`src/rtl/hdx_pkg.sv`:
```
// Shared types for the shared-direction host command queue.
// Assumes an 8-bit host byte and a 1-bit command/parameter tag.
package hdx_pkg;
    typedef enum logic {
        DIR_WR = 1'b0,
        DIR_RD = 1'b1
    } dir_e;

    typedef struct packed {
        logic       is_cmd;
        logic [7:0] data;
    } entry_t;

    localparam int ST_EMPTY = 2;
    localparam int ST_FULL  = 1;
    localparam int ST_READY = 0;
endpackage

```
`src/rtl/hdx_ring.sv`:
```
// Circular store of tagged entries with push, pop and flush.
// Assumes flush and push may coincide (the pushed entry becomes the sole entry)
// and that the caller never pushes when full or pops when empty.
module hdx_ring #(
    parameter int DEPTH = 16
) (
    input  logic             clk,
    input  logic             rst_n,
    input  logic             push_en,
    input  hdx_pkg::entry_t  push_entry,
    input  logic             pop_en,
    input  logic             flush,
    output hdx_pkg::entry_t  head,
    output logic [$clog2(DEPTH):0] count
);
    localparam int AW = $clog2(DEPTH);
    localparam logic [AW-1:0] LAST = AW'(DEPTH - 1);

    hdx_pkg::entry_t mem [DEPTH];
    logic [AW-1:0]   wr_ptr;
    logic [AW-1:0]   rd_ptr;

    function automatic logic [AW-1:0] bump(input logic [AW-1:0] p);
        return (p == LAST) ? '0 : p + 1'b1;
    endfunction

    // Entry storage: write the pushed entry at slot 0 on flush, else at wr_ptr.
    always_ff @(posedge clk) begin
        if (push_en) begin
            if (flush) mem[0] <= push_entry;
            else       mem[wr_ptr] <= push_entry;
        end
    end

    // Pointer and occupancy bookkeeping.
    always_ff @(posedge clk) begin
        if (!rst_n) begin
            wr_ptr <= '0;
            rd_ptr <= '0;
            count  <= '0;
        end else if (flush) begin
            rd_ptr <= '0;
            wr_ptr <= push_en ? AW'(1) : '0;
            count  <= push_en ? (AW+1)'(1) : '0;
        end else begin
            if (push_en) wr_ptr <= bump(wr_ptr);
            if (pop_en)  rd_ptr <= bump(rd_ptr);
            if (push_en && !pop_en)      count <= count + 1'b1;
            else if (pop_en && !push_en) count <= count - 1'b1;
        end
    end

    assign head = mem[rd_ptr];
endmodule

```
`src/rtl/hdx_ctrl.sv`:
```
// Arbitration and direction control. Picks one ring operation per cycle:
// the host first, then the command processor (turn > pop > push).
// Assumes full and empty come from the ring's current occupancy.
module hdx_ctrl (
    input  logic            clk,
    input  logic            rst_n,
    input  logic            host_wr,
    input  logic            host_rd,
    input  logic            host_a0,
    input  logic [7:0]      host_wdata,
    input  logic            cp_pop,
    input  logic            cp_push,
    input  logic [7:0]      cp_push_data,
    input  logic            cp_turn_read,
    input  logic            full,
    input  logic            empty,
    output hdx_pkg::dir_e   dir,
    output logic            push_en,
    output hdx_pkg::entry_t push_entry,
    output logic            pop_en,
    output logic            flush,
    output logic            load_rdata,
    output logic            cp_stall
);
    import hdx_pkg::*;

    dir_e dir_n;
    logic host_owns;

    assign host_owns = host_wr || (host_rd && host_a0);
    assign cp_stall  = host_owns;

    // Per-cycle decision of the single ring operation and next direction.
    always_comb begin
        dir_n      = dir;
        push_en    = 1'b0;
        pop_en     = 1'b0;
        flush      = 1'b0;
        load_rdata = 1'b0;
        push_entry = '{is_cmd: host_a0, data: host_wdata};
        if (host_wr) begin
            if (host_a0) begin
                if (dir == DIR_RD) begin
                    flush   = 1'b1;
                    push_en = 1'b1;
                    dir_n   = DIR_WR;
                end else if (!full) begin
                    push_en = 1'b1;
                end
            end else if (dir == DIR_WR && !full) begin
                push_en = 1'b1;
            end
        end else if (host_rd && host_a0) begin
            if (dir == DIR_RD && !empty) begin
                pop_en     = 1'b1;
                load_rdata = 1'b1;
            end
        end else if (cp_turn_read && dir == DIR_WR) begin
            flush = 1'b1;
            dir_n = DIR_RD;
        end else if (cp_pop && dir == DIR_WR && !empty) begin
            pop_en = 1'b1;
        end else if (cp_push && dir == DIR_RD && !full) begin
            push_en    = 1'b1;
            push_entry = '{is_cmd: 1'b0, data: cp_push_data};
        end
    end

    // Direction register.
    always_ff @(posedge clk) begin
        if (!rst_n) dir <= DIR_WR;
        else        dir <= dir_n;
    end
endmodule

```
`src/rtl/hdx_status.sv`:
```
// Builds the host status byte from the direction and the occupancy flags.
// Assumes the bit positions defined in hdx_pkg.
module hdx_status (
    input  hdx_pkg::dir_e dir,
    input  logic          empty,
    input  logic          full,
    output logic [7:0]    status
);
    import hdx_pkg::*;

    // Status byte assembly.
    always_comb begin
        status           = '0;
        status[ST_EMPTY] = empty;
        status[ST_FULL]  = full;
        status[ST_READY] = (dir == DIR_RD) && !empty;
    end
endmodule

```
`src/rtl/hdx_cmd_fifo.sv`:
```
// Top: host byte port plus command-processor port around one shared ring.
// Assumes one-cycle host strobes and DEPTH of at least 2.
module hdx_cmd_fifo #(
    parameter int DEPTH = 16
) (
    input  logic       clk,
    input  logic       rst_n,
    input  logic       host_wr,
    input  logic       host_rd,
    input  logic       host_a0,
    input  logic [7:0] host_wdata,
    output logic [7:0] host_rdata,
    output logic       cp_valid,
    output logic [7:0] cp_data,
    output logic       cp_is_cmd,
    input  logic       cp_pop,
    input  logic       cp_push,
    input  logic [7:0] cp_push_data,
    input  logic       cp_turn_read,
    output logic       cp_stall
);
    import hdx_pkg::*;

    localparam int CW = $clog2(DEPTH) + 1;
    localparam logic [CW-1:0] FULL_CNT = CW'(DEPTH);

    dir_e          dir_q;
    entry_t        head;
    entry_t        push_entry;
    logic [CW-1:0] count;
    logic          push_en, pop_en, flush, load_rdata;
    logic          full, empty;
    logic [7:0]    status;
    logic [7:0]    rdata_q;

    assign full  = (count == FULL_CNT);
    assign empty = (count == '0);

    hdx_ctrl ctrl_i (
        .clk(clk), .rst_n(rst_n),
        .host_wr(host_wr), .host_rd(host_rd), .host_a0(host_a0),
        .host_wdata(host_wdata),
        .cp_pop(cp_pop), .cp_push(cp_push), .cp_push_data(cp_push_data),
        .cp_turn_read(cp_turn_read),
        .full(full), .empty(empty),
        .dir(dir_q), .push_en(push_en), .push_entry(push_entry),
        .pop_en(pop_en), .flush(flush), .load_rdata(load_rdata),
        .cp_stall(cp_stall)
    );

    hdx_ring #(.DEPTH(DEPTH)) ring_i (
        .clk(clk), .rst_n(rst_n),
        .push_en(push_en), .push_entry(push_entry),
        .pop_en(pop_en), .flush(flush),
        .head(head), .count(count)
    );

    hdx_status status_i (
        .dir(dir_q), .empty(empty), .full(full), .status(status)
    );

    // Host data register: takes the popped byte on a host data read.
    always_ff @(posedge clk) begin
        if (!rst_n)          rdata_q <= '0;
        else if (load_rdata) rdata_q <= head.data;
    end

    assign host_rdata = host_a0 ? rdata_q : status;
    assign cp_valid   = (dir_q == DIR_WR) && !empty;
    assign cp_data    = head.data;
    assign cp_is_cmd  = head.is_cmd;
endmodule

```
`config.mk`:
```
export PLATFORM = sky130hd
export DESIGN_NAME = hdx_cmd_fifo
export DESIGN_NICKNAME = d
export VERILOG_FILES = /design/src/rtl/hdx_pkg.sv /design/src/rtl/hdx_ring.sv /design/src/rtl/hdx_ctrl.sv /design/src/rtl/hdx_status.sv /design/src/rtl/hdx_cmd_fifo.sv
export SDC_FILE = /design/constraint.sdc
export NUM_CORES = 1
export LEC_CHECK = 0
export CAP_MARGIN = 30
export CORE_MARGIN = 1.5
export CORE_UTILIZATION = 40
export DETAILED_ROUTE_END_ITERATION = 12
export GPL_TIMING_DRIVEN = 0
export PLACE_DENSITY = 0.69
export SLEW_MARGIN = 0
export SYNTH_ARGS = -nofsm -noshare
export SYNTH_HDL_FRONTEND = slang
export SYNTH_SLANG_ARGS = --single-unit
```
`constraint.sdc`:
```
create_clock -name clk -period 6.9 [get_ports clk]
set_input_delay 1.38 -clock clk [delete_from_list [all_inputs] [get_ports clk]]
set_output_delay 1.38 -clock clk [all_outputs]
set_load 0.01 [all_outputs]
```
# Yosys cells after proc, flatten, opt, wreduce, memory -nomap -nowiden
# Memories as Yosys holds them, arrays and structs flattened. A register that Yosys moved wholly into a read port is not among the register bits.
# Index checks and enable logic that the tools add are counted.
word_totals:
  regBits: 22
  ramBits: 144
  in_bits: 24
  output_inout_bits: 19
  word_cells: 91
  n_memories: 1
mem_list:
  columns: ["memory", "words", "word_bits", "rd", "rd_ports_with_merged_regs", "wr", "line_no", "rtl"]
  rows:
  - ["ring_i.mem", 16, 9, 1, 1, 1, "hdx_ring.sv:19", "hdx_pkg::entry_t mem [DEPTH];"]
op_classes:
  add_sub_neg: 4
  eq_ne: 5
  n_mux: 51
  bitwise: 2
  reduce_logical: 23
op_table:
  columns: ["cell", "n"]
  rows:
  - ["$mux W9", 6]
  - ["$mux W1", 34]
  - ["$mux W4", 7]
  - ["$mux W5", 3]
  - ["$logic_and A1 B1 Y1", 11]
  - ["$reduce_or A9 Y1", 1]
  - ["$add A4 B1 Y4 const B", 2]
  - ["$eq A4 B4 Y1 const B", 2]
  - ["$mux W8", 1]
  - ["$add A5 B1 Y5 const B", 1]
  - ["$eq A5 B5 Y1 const B", 1]
  - ["$logic_not A5 Y1", 1]
  - ["$sub A5 B1 Y5 const B", 1]
  - ["$logic_not A1 Y1", 4]
  - ["$reduce_bool A2 Y1", 2]
  - ["$reduce_and A3 Y1", 1]
  - ["$reduce_bool A3 Y1", 1]
  - ["$ne A2 B1 Y1 const B", 1]
  - ["$ne A2 B2 Y1 const B", 1]
  - ["$not A1 Y1", 2]
  - ["$reduce_or A2 Y1", 1]
  - ["$logic_or A1 B1 Y1", 1]

# Depth between registers and ports, before layout
# Gate-level depths: netlist (run 1).
logic_depth:
  depth_word: 13
  depth_mapped: 12
  ltp_nobuf: 10

# By module
# A second synthesis (run 1) with hierarchy kept.
unflattened:
  cells_unflattened: 419
  hier_area_um2: 7201.9
modules_own_cells:
  columns: ["module", "instances", "cells_each", "area_per_inst_um2", "seq_area_each_um2"]
  rows:
  - ["hdx_ring", 1, 337, 6406.1, 4664.5]
  - ["hdx_cmd_fifo", 1, 39, 432.9, 160.2]
  - ["hdx_ctrl", 1, 34, 292.8, 20.0]
  - ["hdx_status", 1, 9, 70.1, 0.0]

# Worst setup path after synthesis (run 1)
# Ideal clock, no wire load.
synth_path:
  kind: "input port to flip-flop"
  start: "input host_wr"
  end: "register ring_i.count[4]"
  setup_time_ns: 0.123
  arrival_time_ns: 3.410
  t_required_ns: 6.777
  slack_ns: 3.367
  path_stages: 11
  path_buffers: 1
  path_cell_list: "nor2b_1 a21boi_0 or3_1 buf_2 clkinv_2 fa_1 a21o_1 a21oi_1 o21ai_0 o21ai_2 mux2_1"
synth_via:
  elab_chain_cells: 5
  elab_cells_between_ends: 10
  classes_between: "5 x mux; 5 x reduce/logical"
synth_rtl:
  columns: ["item", "line_no", "rtl"]
  rows:
  - ["start: declaration", "hdx_cmd_fifo.sv:8", "input logic host_wr,"]
  - ["$mux W1", "hdx_ctrl.sv:41", "if (host_wr) begin"]
  - ["$logic_not A1 Y1", "hdx_ring.sv:48", "if (push_en && !pop_en) count <= count + 1'b1;"]
  - ["$logic_and A1 B1 Y1", "hdx_ring.sv:48", null]
  - ["$mux W5", "hdx_ring.sv:48", null]
  - ["$mux W5", "hdx_ring.sv:41", "end else if (flush) begin"]
  - ["end signal: assignment", "hdx_ring.sv:44", "count <= push_en ? (AW+1)'(1) : '0;"]
  - ["end signal: assignment", "hdx_ring.sv:48", null]
  - ["end signal: assignment", "hdx_ring.sv:49", "else if (pop_en && !push_en) count <= count - 1'b1;"]
  - ["end: declaration", "hdx_ring.sv:14", "output logic [$clog2(DEPTH):0] count"]
# Parallel ways exist; a longest one is shown, timed or not.
# A chain may end at the register's enable or synchronous reset.

==> results.md, run 1 <==
* Via count at ~4000
* Hpwl dp at 10.11 mm
* Root buffer cell: clkbuf_16
* CTS tree: built
* Post-synth EDFFs at 144
* Final WS setup at 2179 ps
* Cell count of the worst reg-to-reg path at 11
* Floorplan row count at 47
* Fraction of final layout cells sized beyond drive strength 1 at a little under a fifth
* Fin Clk Skew at 11.08 ps
* Synth Area per Inst at 17.09 um^2
* Startpoint types: flip-flop
* Final max-slew violation count at 0
* Switching Share at 22.63%
* Layout net count at 499
* Area after DPL at 0.007614 mm^2
* Final Hold Fails at 0
* Worst-path fanout max at 10
* Port bufs at 42
* Core outline area at 0.01670 mm^2
* Clock transition at path regs at 60 ps
* CP Cell Sequence: clkbuf_1 > clkbuf_1 > mux4_2 > mux4_2 > clkdlybuf4s50_1
* All-Layer GR Usage at a little under a fifth
* RSZ-0062 raised after global routing: no
* Worst-path cell with the longest stage delay: clkbuf_1
* Flip-flop and latch area at 0.004845 mm^2
* Post-CTS sizing at 0
* Postcts setup bufs at 0
* Post-layout util at 48.99%
* Combinational group share of total power at between 10% and 20%
* Post-synth cell types at 46
* Top delay family on crit path: buffers and inverters
* Mux contribution to synthesized area at 13.57%
* Skew-Pair Late Insertion Delay at 430 ps
* Initial core utilization at between 40% and 50%
* Worst hold path type: flip-flop to flip-flop
* P_sw at 0.5205 mW
* Area contributors post-synth: edfxtp_1, mux4_2, dfxtp_1, a22oi_1, mux2_2
* IO Pins at between 40 and 50
* Sequential Power Share at 50.3%
* Compound-gate portion of the synthesized area at approximately 6.3%
* Max Freq at 211.8 MHz
* Setup tns final at 0 ps
* Synth Area in XOR/XNOR at less than 1%
* Multi-input combinational cell area at slightly below 0.002 mm^2
* Status: complete, no violations
* Worst-case clock buffer depth at 2
* Final instance area at 0.008182 mm^2
* 1st-iter DRT viols at 382
* # setup viols final at 0
* Area Overhead vs Synth at 18.76%
* DIE AREA at 0.01802 mm^2
* Worst Tran Pin Value at ~1100 ps
* Max_cap viols at 0
* Overall power at 2.300 mW
* CP Class: flip-flop to output port
* Commonest non-fill, non-tap cell in the layout: edfxtp_1
* Die Y at 134.2 um
* #FFs+latches synth at 170
* Final antenna-violating net count at 0
* CP required at 5520 ps
* Avg Vias per Cell at 5.618
* Largest net degree at the start of global routing at 17
* CP Capture Type: output port
* Simple-gate portion of the synthesized area at 6.556%
* Post-synth top area share at between 60% and 70%
* Sequential area share after synthesis at between 70% and 80%
* DRC Markers at 0
* Clock share of power at 39.3%
* Sink Count at 170
* Initial antenna violation count at 0
* Largest family of logic cells by synthesized area: multiplexers
* Cells after Synth at 403
* Post-Syn Nets at between 400 and 500
* Tcrit/Tclk final at 68.42%
* Slowest stage delay, CP at 640 ps
* VDD IR max at 0.1900 mV
* Detailed Routing Iterations Pass 1 at 4
* YS warnings at 0
* GRT overflow at 0
* Post-Synth Adder-Cell Area at 1.380%
* CTS buffer count at 17
* Wire length after detailed routing at 15.16 mm
* Most frequent cells in the layout: edfxtp_1, clkdlybuf4s50_1, mux4_2
* WP depth at 5
* Cells on Worst Hold Path at 1
* DP Worst Slack at 2299 ps
* Minimum clock period at 4721 ps
* Crit path buffers/inverters at 3
* Fillers at between 1000 and 1500
* Pwr/cell area at around 280 mW/mm^2
* Worst path arrival time at 3340 ps
* Synth area leader: edfxtp_1
* Post-CTS Hold Buffers at 0
* Asr flop ratio synth at 0%
* Leakage at 2.642 nW
* Final GP Congestion at about 0.77
* Total number of H-tree levels at 4
* Slew headroom at 29.51%
* WL per Instance at between 20 and 25 um
* Vias in the first global route at 4065
* Diodes inserted at 0
* Mapped Area at 0.006889 mm^2
* First-pass GRT wire length at 23.67 mm
* Die W at 134.2 um
* Power Internal at 1.780 mW
* Most used flip-flop cell after synthesis: edfxtp_1
==> cells by family after synthesis <==
| logic type | after synthesis |
|---|---|
| fa+ha+maj | 7 |
| mux | 46 |
| xor+xnor | 4 |
| compound gates | 62 |
| buf+inv | 23 |
| flops | 170 |
| simple gates | 91 |
==> path summary, 6_finish.rpt <==
kind                                              startpoint                      endpoint  slack, ps
worst max register to register  ring_i.count[0]$_SDFFE_PN0P_  ring_i.count[4]$_SDFFE_PN0P_       3700
worst min-delay path                 rdata_q[3]$_SDFFE_PN0P_       rdata_q[3]$_SDFFE_PN0P_        480
worst max-delay path                               flip-flop                     cp_is_cmd       2180
worst min register to register       rdata_q[3]$_SDFFE_PN0P_       rdata_q[3]$_SDFFE_PN0P_        480
==> layer usage <==
metal  global-route usage, %  vias to the layer above  wire [um]
met3                   4.649                       20        905
met4                   8.124                        0        313
met2                   30.14                      141       7543
met5                       0                        -          0
li1                        -                     1745          -
met1                   22.60                     2021       6399
==> worst reg2reg max path: stages (launching register included) <==
cell,delay [ps]
dfxtp_1,380
or4_4,580
o2111a_1,270
or3_1,350
buf_2,180
clkinv_2,160
ha_1,280
a21o_1,160
a21oi_1,200
o21ai_0,140
o21ai_2,80
mux2_1,320
==> through the flow <==
step	hold WS, ps	instances
6_report	481.0	699
3_5_place_dp	465.0	666
4_1_cts	483.8	696
3_3_place_gp	458.8	665
5_1_grt	505.4	699
2_1_floorplan	440.7	403
==> registers in the layout, summed over array words and instances, names as in the netlist, named ones only <==
name           count
ring_i.wr_ptr      4
ring_i.mem       144
ctrl_i.dir         1
ring_i.rd_ptr      4
rdata_q            8
ring_i.count       5
==> synth_stat cells (3+ instances only) <==
library cell  count
nand2_1          22
a21oi_1          12
a31oi_1           5
edfxtp_1        144
inv_1             4
or3_1             3
mux2_2            8
nand3b_1          3
nand3_1           9
a22o_1            8
ha_1              6
nor2b_1           6
dfxtp_1          26
buf_2             5
o21ai_0           6
nor2_1           22
a22oi_1          16
and2_1            6
xor2_1            3
clkbuf_1         11
mux4_2           37
o31ai_1           3
nor3_1            6
nand2b_1          5
==> power by group through the flow <==
stage	sequential (mW)	clock (mW)	combinational [mW]
after floorplan	1.17	0	0.147
after global placement	1.18	0	0.231
after detailed placement	1.18	0	0.239
after CTS	1.16	0.914	0.241
after global routing	1.16	0.949	0.264
final	1.16	0.904	0.239
==> area by class of cell <==
type,count,area share (%)
Clock buffer,24,5.521
Buffer,18,0.9023
Tap cell,220,3.364
Multi-Input combinational cell,210,24.10
Sequential cell,170,59.21
Inverter,5,0.2447
Clock inverter,6,1.101
Timing Repair Buffer,46,5.551
Power figures use the tool's default switching activity.
==> run 2, diff against run 1 <==
==> constraint.sdc (replaced) <==
create_clock -name clk -period 4.7 [get_ports clk]
set_input_delay 0.94 -clock clk [delete_from_list [all_inputs] [get_ports clk]]
set_output_delay 0.94 -clock clk [all_outputs]
set_load 0.01 [all_outputs]
==> results of run 2 <==
The final DEF is identical to that of run 1. Status: complete, no violations.
Among the figures that moved: setup slack after placement 2299 ps -> 608.5 ps; setup slack after layout 2179 ps -> 418.8 ps; register-to-register setup slack 3700 ps -> 1500 ps; total power 2.300 mW -> 3.377 mW; worst IR drop on VDD 0.1900 mV -> 0.2789 mV
